==> src/rtl/ostage_pkg.sv <==
package ostage_pkg;
    typedef enum logic [1:0] {
        ST_EMPTY  = 2'd0,
        ST_LOADED = 2'd1,
        ST_SEEN   = 2'd2,
        ST_READY  = 2'd3
    } ostage_state_e;
endpackage

==> src/rtl/ostage_ctrl.sv <==
module ostage_ctrl
    import ostage_pkg::*;
(
    input  logic clk,
    input  logic rst_n,
    input  logic mode_fwft,
    input  logic arr_nonempty,
    input  logic rd_req,
    output logic pop,
    output logic avail
);
    ostage_state_e state_q, state_d;

    // state register
    always_ff @(posedge clk) begin
        if (!rst_n) state_q <= ST_EMPTY;
        else        state_q <= state_d;
    end

    // next state
    always_comb begin
        state_d = state_q;
        unique case (state_q)
            ST_EMPTY:  if (arr_nonempty) state_d = mode_fwft ? ST_LOADED : ST_SEEN;
            ST_LOADED: if (rd_req && !arr_nonempty) state_d = ST_EMPTY;
            ST_SEEN:   state_d = arr_nonempty ? ST_READY : ST_EMPTY;
            ST_READY:  if (rd_req) state_d = ST_SEEN;
            default:   state_d = ST_EMPTY;
        endcase
    end

    // outputs
    always_comb begin
        pop   = 1'b0;
        avail = 1'b0;
        unique case (state_q)
            ST_EMPTY:  pop = mode_fwft && arr_nonempty;
            ST_LOADED: begin
                avail = 1'b1;
                pop   = rd_req && arr_nonempty;
            end
            ST_SEEN:   pop = 1'b0;
            ST_READY:  begin
                avail = 1'b1;
                pop   = rd_req && arr_nonempty;
            end
            default:   pop = 1'b0;
        endcase
        pop = pop && rst_n;
    end

    assert_mode_static_R1: assert property (@(posedge clk) disable iff (!rst_n)
        $past(rst_n) |-> $stable(mode_fwft));
    assert_fwft_preload_R2: assert property (@(posedge clk) disable iff (!rst_n)
        (mode_fwft && !avail && arr_nonempty) |-> pop ##1 avail);
    assert_fwft_hold_R3: assert property (@(posedge clk) disable iff (!rst_n)
        (mode_fwft && avail && !rd_req) |-> !pop ##1 avail);
    assert_fwft_drain_R5: assert property (@(posedge clk) disable iff (!rst_n)
        (mode_fwft && avail && rd_req && !arr_nonempty) |=> !avail);
    assert_std_read_R7: assert property (@(posedge clk) disable iff (!rst_n)
        (!mode_fwft && avail && rd_req && arr_nonempty) |-> pop ##1 !avail);
    assert_std_no_pop_R8: assert property (@(posedge clk) disable iff (!rst_n)
        (!mode_fwft && !avail) |-> !pop);
endmodule

==> src/rtl/ostage_dreg.sv <==
module ostage_dreg #(
    parameter int DATA_W = 32
) (
    input  logic              clk,
    input  logic              rst_n,
    input  logic              load,
    input  logic [DATA_W-1:0] din,
    output logic [DATA_W-1:0] dout
);
    always_ff @(posedge clk) begin
        if (!rst_n)    dout <= '0;
        else if (load) dout <= din;
    end

    assert_load_on_pop_R10: assert property (@(posedge clk) disable iff (!rst_n)
        load |=> (dout == $past(din)));
    assert_hold_no_pop_R10: assert property (@(posedge clk) disable iff (!rst_n)
        !load |=> $stable(dout));
endmodule

==> src/rtl/fifo_ostage.sv <==
module fifo_ostage #(
    parameter int DATA_W = 32
) (
    input  logic              clk,
    input  logic              rst_n,
    input  logic              mode_fwft,
    input  logic              arr_nonempty,
    input  logic [DATA_W-1:0] arr_head,
    input  logic              rd_req,
    output logic              arr_pop,
    output logic              rd_avail,
    output logic [DATA_W-1:0] rd_data
);
    ostage_ctrl u_ctrl (
        .clk          (clk),
        .rst_n        (rst_n),
        .mode_fwft    (mode_fwft),
        .arr_nonempty (arr_nonempty),
        .rd_req       (rd_req),
        .pop          (arr_pop),
        .avail        (rd_avail)
    );

    ostage_dreg #(.DATA_W(DATA_W)) u_dreg (
        .clk   (clk),
        .rst_n (rst_n),
        .load  (arr_pop),
        .din   (arr_head),
        .dout  (rd_data)
    );

    assert_reset_quiet_R1: assert property (@(posedge clk)
        !rst_n |=> (!rd_avail && rd_data == '0));
endmodule

==> config.mk <==
export PLATFORM = sky130hd
export DESIGN_NAME = fifo_ostage
export DESIGN_NICKNAME = d
export VERILOG_FILES = /design/src/rtl/ostage_pkg.sv /design/src/rtl/ostage_ctrl.sv /design/src/rtl/ostage_dreg.sv /design/src/rtl/fifo_ostage.sv
export SDC_FILE = /design/constraint.sdc
export NUM_CORES = 1
export LEC_CHECK = 0
export BUFFER_PORTS_ARGS = -buffer_cell sky130_fd_sc_hd__buf_2
export CELL_PAD_IN_SITES_DETAIL_PLACEMENT = 0
export CELL_PAD_IN_SITES_GLOBAL_PLACEMENT = 1
export CORE_UTILIZATION = 28
export CTS_CLUSTER_DIAMETER = 120
export DETAILED_ROUTE_END_ITERATION = 12
export GPL_TIMING_DRIVEN = 0
export PLACE_DENSITY = 0.7
export SLEW_MARGIN = 20
export SYNTH_ARGS = -nofsm -noshare
export SYNTH_HDL_FRONTEND = slang
export SYNTH_SLANG_ARGS = --single-unit
==> constraint.sdc <==
create_clock -name clk -period 1.4 [get_ports clk]
set_clock_uncertainty 0.1 [all_clocks]
set_input_delay 0.07 -clock clk [delete_from_list [all_inputs] [get_ports clk]]
set_output_delay 0.07 -clock clk [all_outputs]
set_load 0.02 [all_outputs]
After elaboration in Yosys (flattened, before gate mapping)
Cells that the tools add are included.
{"block": "totals", "output_inout_bits": 34, "word_cells": 24, "inputBits": 37, "register_bits": 34}
{"block": "op_classes", "n_mux": 8, "eq_ne": 6, "reduce_logical": 8}
{"operator": "2-bit two-way mux", "n": 5}
{"operator": "2-bit case mux with 4 select lines", "n": 1}
{"operator": "2-bit == test (second input constant)", "n": 2}
{"operator": "1-bit logical AND", "n": 4}
{"operator": "2-bit != test (second input constant)", "n": 2}
{"operator": "1-bit case mux with 3 select lines", "n": 1}
{"operator": "3-bit AND reduction", "n": 1}
{"operator": "2-bit by 1-bit == test with 1-bit output (second input constant)", "n": 1}
{"operator": "2-bit logical NOT", "n": 1}
{"operator": "2-bit by 1-bit != test with 1-bit output (second input constant)", "n": 1}
{"operator": "2-bit OR reduction", "n": 1}
{"operator": "1-bit logical NOT", "n": 1}
{"operator": "1-bit two-way mux", "n": 1}

Logic depth before layout (Yosys ltp)
Gate-level depths: netlist of the first run.
{"block": "logic_depth", "word_depth": 4, "ltp_mapped": 4}

Hierarchy
A second synthesis of the first run with hierarchy kept.
{"block": "unflattened", "hier_cells": 116, "area_unflattened_um2": 1353.8}
{"mod": "ostage_dreg", "area_each_um2": 1243.7, "cells_each": 103, "instances": 1}
{"mod": "ostage_ctrl", "area_each_um2": 110.1, "cells_each": 13, "instances": 1}

Worst setup path after synthesis of the first run
Ideal clock, no wire load.
{"block": "synth_timing", "kind": "register to output", "from": "reg u_ctrl.state_q[0]", "to": "out arr_pop", "arrival_time_ps": 1242, "stages_incl_launch_ff": 4, "path_slack_ps": -12, "path_buffers": 1, "cell_sequence": "dfxtp_1 -> o31ai_4 -> buf_8 -> and2_1"}
{"block": "synth_via", "elab_chain_len": 4, "word_cells_on_any_way": 7, "cone_classes": "3 x eq/ne; 1 x mux; 3 x reduce/logical"}
{"element": "start: declaration", "line_no": "ostage_ctrl.sv:12", "text": "ostage_state_e state_q, state_d;"}
{"element": "start signal: assignment", "line_no": "ostage_ctrl.sv:17", "text": "else state_q <= state_d;"}
{"element": "2-bit by 1-bit == test with 1-bit output or 2-bit == test (tied branches)", "line_no": "ostage_ctrl.sv:36", "text": "unique case (state_q)"}
{"element": "2-bit OR reduction (no source line)"}
{"element": "1-bit case mux with 3 select lines *", "line_no": "ostage_ctrl.sv:36"}
{"element": "1-bit logical AND *", "line_no": "ostage_ctrl.sv:49", "text": "pop = pop && rst_n;"}
{"element": "end: declaration", "line_no": "fifo_ostage.sv:10", "text": "output logic arr_pop,"}
Mark *: on every way between the ends. The rest lies on a longest branch, timed or not.

Final worst setup path of the first run
{"block": "layout_timing", "from": "reg u_ctrl.state_q[1]", "to": "out arr_pop"}
Same word-level chain as after synthesis.

==> impl_results.md, run 1 <==
- DIE WIDTH: 72.8 um
- Worst setup margin: -0.0370 ns
- Hold WC Path Type: in -> reg
- Worst-margin pin slew: roughly 0.47 ns
- Mux contribution to synthesized area: 22.8%
- Critical Path Slowest Stage Cell: dfxtp_4
- Final instance area: roughly 0.0023 mm2
- Number of antenna diodes: 0
- Initial Utilization: 29.3%
- Die Y-Extent: 72.8 um
- Via Count: between 1000 and 1500
- Synth area leaders: dfxtp_1 49%, mux2i_1 23%, nand2_1 17%
- Worst-path clk slew: 0.06 ns
- Commonest register cell after synthesis: dfxtp_1
- Clock buffer depth: 2
- CP max stage delay: approximately 0.35 ns
- Row count: 25
- Most frequent cells after synthesis: 64 x nand2_1, 34 x dfxtp_1, 32 x mux2i_1, 6 x clkbuf_1, 3 x buf_8
- Initial antenna violation count: 0
- XOR/XNOR share of the synthesized area: 0%
- Max-cap violations: 0
- Root buffer cell: clkbuf_8
- Final wirelength: between 3000 and 4000 um
- Number of synthesized flops with an enable pin: 0
- Count leader, synth: nand2_1
- Lkg Pwr: 1.08 nW
- Dpl cell area: ~0.0018 mm2
- Post-Synth Simple-Gate Area: about a fifth
- First-pass GRT wire length: between 5000 and 6000 um
- Post-synth top area cell: dfxtp_1
- Max Freq: roughly 700 MHz
- Final TNS setup: -0.0370 ns
- Net Switching: 0.589 mW
- RSZ-0062 raised after global routing: true
- CP startpoint kind: flip-flop
- Syn Area/Cell: between 9 and 10 um2
- Clock tree sinks: 34
- Fin nets: 302
- Tot Pwr: roughly 2.2 mW
- Critical path class: reg -> out
- Status: complete, but fails checks
- Top cell type's share of synthesized area: just under 50%
- Ports: 71
- Critical Path End Type: primary output
- PD cells: a little under 1000 mW/mm2
- Largest net degree at the start of global routing: 11
- Sw frac: 26.4%
- Failing checks: negative setup slack
- Clock power share: between 30% and 40%
- Global route overflow: 0
- WL/cell: roughly 11 um
- Yosys warns: 0
- Largest family of logic cells by synthesized area: multiplexers
- Placed insts: around 290
- Peak supply drop: 507 uV
- Post-Synth Adder-Cell Area: 0%
- Synth Net Count: 190
- TritonCTS clock tree: yes
- Core area: ~0.0048 mm2
- Via-to-Cell Ratio: 4.15
- CP max FO: 2
- Seq/Total Area, Yosys: 48.5%
- Hold slack: 0.0419 ns
- Number of DRC markers in iteration 0: 27
- Finish-stage setup viols: 1
- Max Slew Vio Count: 0
- H-tree levels: 2
- Clock latency on the worst-skew pair: between 0.2 and 0.3 ns
- Final Hold Viols: 0
- Critical path required time: approximately 1.2 ns
- DRT antenna net count: 0
- Overall die area: around 0.0053 mm2
- Total iterations of the first detailed-routing run: 4
- Post-synth ARST share: 0%
- Gpl congestion: between 0.7 and 0.8
- Non-filler instance count after layout: roughly 330
- Internal Pwr Total: approximately 1.6 mW
- Num CTS Buffers: 5
- Combinational share of power: approximately a fifth
- Fin crit share: 103%
- Synth Cell Area: 0.00140 mm2
- Cells along the critical path: o31ai_4 > buf_8 > and2_4 > buf_6
- Layout cells sized above 1: about a third
- Filler cells: a little under 500
- Crit path DAT: 1.27 ns
- Sequential power share: approximately 48%
- Vias in the first global route: 1283
- Multi-input gate area: 644 um2
- Yosys cell types: 16
- FF+latch area: slightly below 700 um2
- Area grow syn2layout: 63.2%
- Slew Limit Headroom: 68.5%
- Post-detail-place hpwl: ~2300 um
- Post-synthesis cell count: about 150
- DRC viols: 0
- Tmin final: 1.44 ns
- GRT Resource Usage Total: between 10% and 20%
- PortBufs: just under 70
- Seq cells post-synth: 34
- Post-synthesis compound-gate area fraction: under 10%
==> cell families after synthesis <==
group,Yosys count
AND/OR/NAND/NOR,68
flip-flops,34
multiplexers,32
buffers and inverters,13
AO/OA/AOI/OAI,6
==> per-stage QoR <==
step	setup slack (ns)	util (%)
floorplan	0.0338	-
CTS	-0.0491	47.8
detailed placement	-0.157	38.3
global placement	-0.182	38.3
global route	-0.0948	47.8
finish	-0.0370	47.8
==> path summary, 6_finish.rpt <==
path / from / endpoint / slack, ns / cells after the start
min: mode_fwft / u_ctrl.state_q[0] / 0.04 / 3
max reg2reg: u_ctrl.state_q[1] / u_dreg.dout[20] / 0.02 / 4
min reg2reg: u_dreg.dout[4] / u_dreg.dout[4] / 0.35 / 2
max: u_ctrl.state_q[1] / arr_pop / -0.04 / 4
==> critical path, delay by kind of cell, from the launching register on <==
| family | cells | cell delay, ns |
|---|---|---|
| AOI/OAI and AO/OA | 1 | 0.26 |
| DFF | 1 | 0.35 |
| buffers and inverters | 2 | 0.24 |
| and+or+nand+nor | 1 | 0.13 |
==> sequential cells by signal, indices dropped and copies added (netlist names) <==
| signal | count |
|---|---|
| u_dreg.dout | 32 |
| u_ctrl.state_q | 2 |
==> power by group through the flow <==
stage               clock network (mW)  registers, mW  logic (mW)
finish                           0.699           1.06       0.475
global route                     0.763           1.07       0.515
CTS                              0.734           1.06       0.480
detailed placement                   0           1.08       0.393
global placement                     0           1.08       0.391
floorplan                            0           1.15       0.178
==> layout make-up <==
| class | instances | share of cell area [%] |
|---|---|---|
| buffer | 11 | 3.39 |
| clock buffer | 6 | 3.61 |
| inverter | 2 | 0.328 |
| multi-input combinational | 106 | 28.2 |
| sequential | 34 | 30.1 |
| tap | 67 | 3.66 |
| timing repair buffer | 105 | 30.8 |
==> cells in the final DEF (no fill, tap or decap) <==
cell | netlist | routed
o221a_2 | 1 | 1
buf_4 | 0 | 3
clkbuf_8 | 0 | 6
o21ai_0 | 2 | 2
nand2_1 | 64 | 64
nand2_2 | 1 | 1
buf_2 | 2 | 70
buf_6 | 0 | 1
dlygate4sd3_1 | 0 | 33
dfxtp_1 | 34 | 32
dfxtp_4 | 0 | 2
inv_1 | 2 | 2
a21boi_0 | 1 | 1
clkbuf_1 | 6 | 6
nand3_2 | 0 | 1
a21oi_1 | 1 | 1
o31ai_4 | 1 | 1
mux2i_1 | 32 | 32
and2_4 | 0 | 1
nor2_1 | 1 | 1
buf_8 | 3 | 3
==> repair_timing <==
action                                  CTS  global route
hold endpoints to repair                 33             0
hold buffers                             33             0
resized for setup                         8             0
buffers inserted                          3             0
endpoints found under the setup margin   30            25
pin swaps                                 1             0
==> per-layer routing <==
metal / share of wire (%) / vias to the layer above / track usage [%]
li1: - / 713 / -
met2: 49 / 46 / 24.2
met4: 0.55 / 0 / 5.23
met3: 4.9 / 5 / 3.87
met5: 0 / - / 0
met1: 45 / 611 / 16.4
Power figures use the tool's default switching activity.
==> run 2: changes to the inputs <==
- PLACE_DENSITY: 0.7 -> 0.76
==> run 2 against run 1 <==
- the flow still finishes with violations (negative setup slack)
- global-route usage grew 0.54 points
- die area is the same
- fmax rose by 0.39%
- sequential power hardly changed
- setup slack improved by 0.0056 ns
- register-to-register slack is essentially flat
- non-clock buffer count is the same
- largest cell class unchanged
==> impl_results.md, run 2 (synthesized netlist as in run 1, its figures left out) <==
- Number of flip-flops in the largest register: 32
- PortBufs: 69
- CP startpoint kind: flip-flop
- Final instance area: between 0.002 and 0.0025 mm2
- Root buffer cell: clkbuf_8
- Final wirelength: approximately 3700 um
- Initial Utilization: roughly 30%
- Area grow syn2layout: 62.4%
- Total iterations of the first detailed-routing run: 4
- Finish-stage setup viols: 1
- Final TNS setup: -0.0315 ns
- Peak supply drop: between 300 and 400 uV
- Critical path class: reg -> out
- Hold path depth: 3
- Cells along the critical path: o31ai_4 > buf_8 > and2_4 > buf_6
- Worst-margin pin slew: about 0.46 ns
- Dpl cell area: approximately 0.0018 mm2
- Overall die area: between 0.005 and 0.006 mm2
- Via-to-Cell Ratio: around 4.2
- Slew Limit Headroom: 69.4%
- Fin crit share: 102%
- Filler cells: approximately 500
- Clock buffer depth: 2
- Die Y-Extent: ~73 um
- WL/cell: approximately 11 um
- CP max stage delay: 0.33 ns
- GRT Resource Usage Total: 14.5%
- Final Hold Viols: 0
- Hold slack: approximately 0.012 ns
- Clock tree sinks: 34
- Critical Path End Type: primary output
- Commonest non-fill, non-tap cell in the layout: buf_2
- Via Count: 1394
- Global route overflow: 0
- Critical Path Slowest Stage Cell: dfxtp_2
- Hold WC Path Type: in -> reg
- DRC viols: 0
- Status: complete, but fails checks
- Initial antenna violation count: 0
- Number of DRC markers in iteration 0: 57
- Largest registers: u_dreg.dout: 32 flops, u_ctrl.state_q: 2 flops
- Num CTS Buffers: 5
- PD cells: approximately 970 mW/mm2
- Largest net degree at the start of global routing: 11
- Layout cells sized above 1: between 30% and 40%
- H-tree levels: 2
- Most frequent cells in the layout: 70 x buf_2, 64 x nand2_1, 32 x mux2i_1, 32 x dlygate4sd3_1, 32 x dfxtp_1
- First-pass GRT wire length: between 5000 and 6000 um
- Setup slack, reg-to-reg: 0.03 ns
- Row count: 25
- Ports: 71
- Worst setup margin: -0.0315 ns
- Max Slew Vio Count: 0
- Pre-CTS setup slack: -0.186 ns
- Number of antenna diodes: 0
- Gpl congestion: between 0.7 and 0.8
- Max Freq: around 700 MHz
- Crit path DAT: between 1 and 1.5 ns
- Max-cap violations: 0
- Post-detail-place hpwl: between 2000 and 2500 um
- DIE WIDTH: 72.8 um
- TritonCTS clock tree: yes
- Vias in the first global route: 1338
- Tmin final: ~1.4 ns
- Worst-path clk slew: around 0.060 ns
- Lkg Pwr: 1.07 nW
- Reg2Reg Depth: 4
- Clock latency on the worst-skew pair: about 0.28 ns
- Failing checks: negative setup slack
- Final core occ: between 40% and 50%
- Top reg by flops: u_dreg.dout
- DRT antenna net count: 0
- RSZ-0062 raised after global routing: true
- Critical path required time: 1.23 ns
- Core area: roughly 0.0048 mm2
- Fin nets: around 300
- CP max FO: 2
run 2: cell types whose count changed in the layout (fill, tap and decap cells not counted), sizes merged:
| cell | previous run | this run |
|---|---|---|
| clkbuf | 12 | 13 |
| dlygate4sd3 | 33 | 32 |
| buf | 77 | 78 |
run 2: final timing paths:
path                     start           endpoint
max          u_ctrl.state_q[1]            arr_pop
min               arr_nonempty  u_ctrl.state_q[0]
max reg2reg  u_ctrl.state_q[1]    u_dreg.dout[19]
min reg2reg    u_dreg.dout[13]    u_dreg.dout[13]
run 2: power breakdown:
group          total [mW]  internal, mW  switching [mW]
combinational       0.479         0.239           0.239
clock               0.674         0.342           0.331
sequential           1.06          1.03          0.0321
total                2.21          1.61           0.603
run 2: per-stage QoR:
| stage | power, mW | instances |
|---|---|---|
| 6_report | 2.21 | 332 |
| 2_1_floorplan | 1.33 | 153 |
| 4_1_cts | 2.24 | 332 |
| 5_1_grt | 2.31 | 332 |
| 3_3_place_gp | 1.48 | 289 |
| 3_5_place_dp | 1.48 | 289 |
run 2: layout make-up:
class,instances,area (um2),area share (%)
Inverter,2,7.51,0.330
Clock buffer,7,76.3,3.35
Multi-Input combinational cell,106,644,28.3
Sequential cell,34,686,30.1
Timing Repair Buffer,105,702,30.8
Tap cell,67,83.8,3.68
Buffer,11,77.6,3.41
run 2: routing by layer:
metal	wire length (um)	GRT usage, %	vias to the layer above	share of wire, %
met5	0	0	-	0
li1	-	-	714	-
met1	1700	17.7	626	46
met3	191	3.04	7	5.2
met4	57	5.88	0	1.6
met2	1710	24.8	47	47
run 2: what timing repair did:
item	CTS	global route
endpoints found under the hold margin	32	0
hold buffers	32	0
gates resized for setup	7	0
setup buffers	4	0
endpoints found under the setup margin	30	21
pin swaps	1	0
run 2: worst max-delay path, delay by kind of cell (launching register included):
| kind | cells | cell delay [ns] |
|---|---|---|
| flops | 1 | 0.33 |
| compound gates | 1 | 0.28 |
| buf+inv | 2 | 0.24 |
| simple gates | 1 | 0.13 |
==> run 3: changes to the inputs <==
- CORE_UTILIZATION: 28 -> 34
- PLACE_DENSITY: 0.76 -> default
- PLACE_DENSITY_LB_ADDON: default -> 0.12
- clock period: 1.4 -> 1.7 ns (I/O delays scaled with it)
==> run 3 against run 2 <==
- count of clock-buffer cells in the layout unchanged
- combinational power down 21%
- cell area down 2.8%
- the flow now finishes without violations
- setup slack better by 0.11 ns
==> impl_results.md, run 3 (synthesized netlist as in run 1, its figures left out) <==
- Largest registers: u_dreg.dout: 32 flops, u_ctrl.state_q: 2 flops
- Layout cells sized above 1: ~32%
- Fin nets: about 300
- RSZ-0062 raised after global routing: false
- Root buffer cell: clkbuf_8
- Total iterations of the first detailed-routing run: 4
- H-tree levels: 2
- Overall die area: 0.00439 mm2
- Internal Pwr Total: roughly 1.3 mW
- Post-detail-place hpwl: approximately 2500 um
- Worst-path clk slew: about 0.060 ns
- TritonCTS clock tree: yes
- Crit path DAT: roughly 1.4 ns
- GRT Resource Usage Total: between 10% and 20%
- CP startpoint kind: flip-flop
- Sw frac: between 20% and 30%
- Clock power share: approximately 30%
- DRC viols: 0
- Slew Limit Headroom: between 70% and 80%
- WL/cell: roughly 12 um
- Gr busiest metal: met2
- CP max FO: 10
- PortBufs: between 60 and 70
- Clock buffer depth: 2
- Core area: approximately 0.0038 mm2
- Area grow syn2layout: 57.8%
- Initial Utilization: between 30% and 40%
- CP max stage delay: between 0.4 and 0.5 ns
- Final Hold Viols: 0
- First-pass GRT wire length: 5890 um
- Hold WC Path Type: in -> reg
- Tmin final: approximately 1.6 ns
- Final TNS setup: 0 ns
- Via-to-Cell Ratio: 4.51
- PD cells: between 800 and 900 mW/mm2
- Number of DRC markers in iteration 0: 42
- Ports: 71
- Vias in the first global route: roughly 1400
- Top reg by flops: u_dreg.dout
- CP top delay family: flip-flops
- Lkg Pwr: approximately 1.1 nW
- Worst-margin pin slew: 0.446 ns
- Final instance area: approximately 0.0022 mm2
- Critical path required time: ~1.5 ns
- Clock tree sinks: 34
- Row count: 22
- Met3 usage: around 5.0%
- Via Count: ~1400
- Final wirelength: roughly 3700 um
- Peak supply drop: approximately 500 uV
- DIE WIDTH: 66.2 um
- Largest net degree at the start of global routing: 11
- Dpl cell area: 0.00181 mm2
- Status: complete, no violations
- Gpl congestion: about 0.76
- Met1 GRT Util: 18.3%
- Max Freq: 618 MHz
- Critical Path Slowest Stage Cell: dfxtp_2
- Buf+Inv Stages, Crit Path: 2
- Tot Pwr: approximately 1.8 mW
- Num CTS Buffers: 5
- Number of antenna diodes: 0
- Met2 usage: between 30% and 40%
- Most frequent cells in the layout: 71 x buf_2, 64 x nand2_1, 33 x dfxtp_1
- DRT antenna net count: 0
- Max Slew Vio Count: 0
- Clock latency on the worst-skew pair: 0.28 ns
- Max-cap violations: 0
- Critical Path End Type: primary output
- Finish-stage setup viols: 0
- Filler cells: approximately 350
- Global route overflow: 0
- Fin crit share: 95.1%
- Die Y-Extent: approximately 66 um
- Critical path class: reg -> out
- Sequential power share: approximately half
- Number of flip-flops in the largest register: 32
- Net Switching: ~0.48 mW
- Initial antenna violation count: 0
- Cells along the critical path: nand3_1 > o31ai_4 > buf_8 > and2_1 > buf_2
- Combinational share of power: 21.2%
- Commonest non-fill, non-tap cell in the layout: buf_2
[run 3: cell types whose count changed in the layout (fill, tap and decap cells not counted), sizes merged]
cell  previous run  this run
buf             78        75
[run 3: stage by stage]
step | hold WS, ns | cells | util (%) | setup WS, ns
finish | 0.00928 | 310 | 58.3 | 0.0829
CTS | 0.00129 | 310 | 58.3 | 0.0625
detailed placement | 0.241 | 270 | 47.6 | 0.151
global placement | 0.233 | 270 | 47.6 | 0.160
floorplan | 0.127 | 153 | - | 0.273
global route | 0.0519 | 310 | 58.3 | 0.0269
[run 3: cell type report]
class	count	area (um2)	share of cell area, %
Clock buffer	7	76.3	3.45
Tap cell	48	60.1	2.71
Timing Repair Buffer	102	673	30.4
Sequential cell	34	682	30.8
Multi-Input combinational cell	106	637	28.8
Inverter	2	7.51	0.339
Buffer	11	77.6	3.50
[run 3: power groups by stage]
stage,registers [mW],clock network [mW],logic (mW)
3_5_place_dp,0.894,0,0.323
6_report,0.878,0.535,0.380
5_1_grt,0.883,0.587,0.414
3_3_place_gp,0.890,0,0.316
2_1_floorplan,0.951,0,0.146
4_1_cts,0.878,0.561,0.384
[run 3: path summary, 6_finish.rpt]
kind	cells after the start	end	slack [ns]	start
setup / recovery	5	arr_pop	0.08	u_ctrl.state_q[0]
hold / removal	3	u_ctrl.state_q[0]	0.009	arr_nonempty
setup reg to reg	5	u_dreg.dout[27]	0.27	u_ctrl.state_q[0]
hold reg to reg	2	u_dreg.dout[6]	0.36	u_dreg.dout[6]
[run 3: tightest hold or removal path: cells and delay by family]
| family | cells | cell delay (ns) |
|---|---|---|
| buffers and inverters | 1 | 0.13 |
| AO/OA/AOI/OAI | 2 | 0.13 |
[run 3: per-layer routing]
layer  up-vias  part of all wire [%]
met1       633                    42
met5         -                     0
met3         6                   5.5
met2        49                    51
met4         0                   1.6
li1        709                     -
[run 3: timing repair]
item,in CTS,in global routing
setup buffers,1,0
endpoints found under the setup margin,1,0
hold endpoints to repair,32,0
gates resized for setup,1,0
hold buffers,32,0
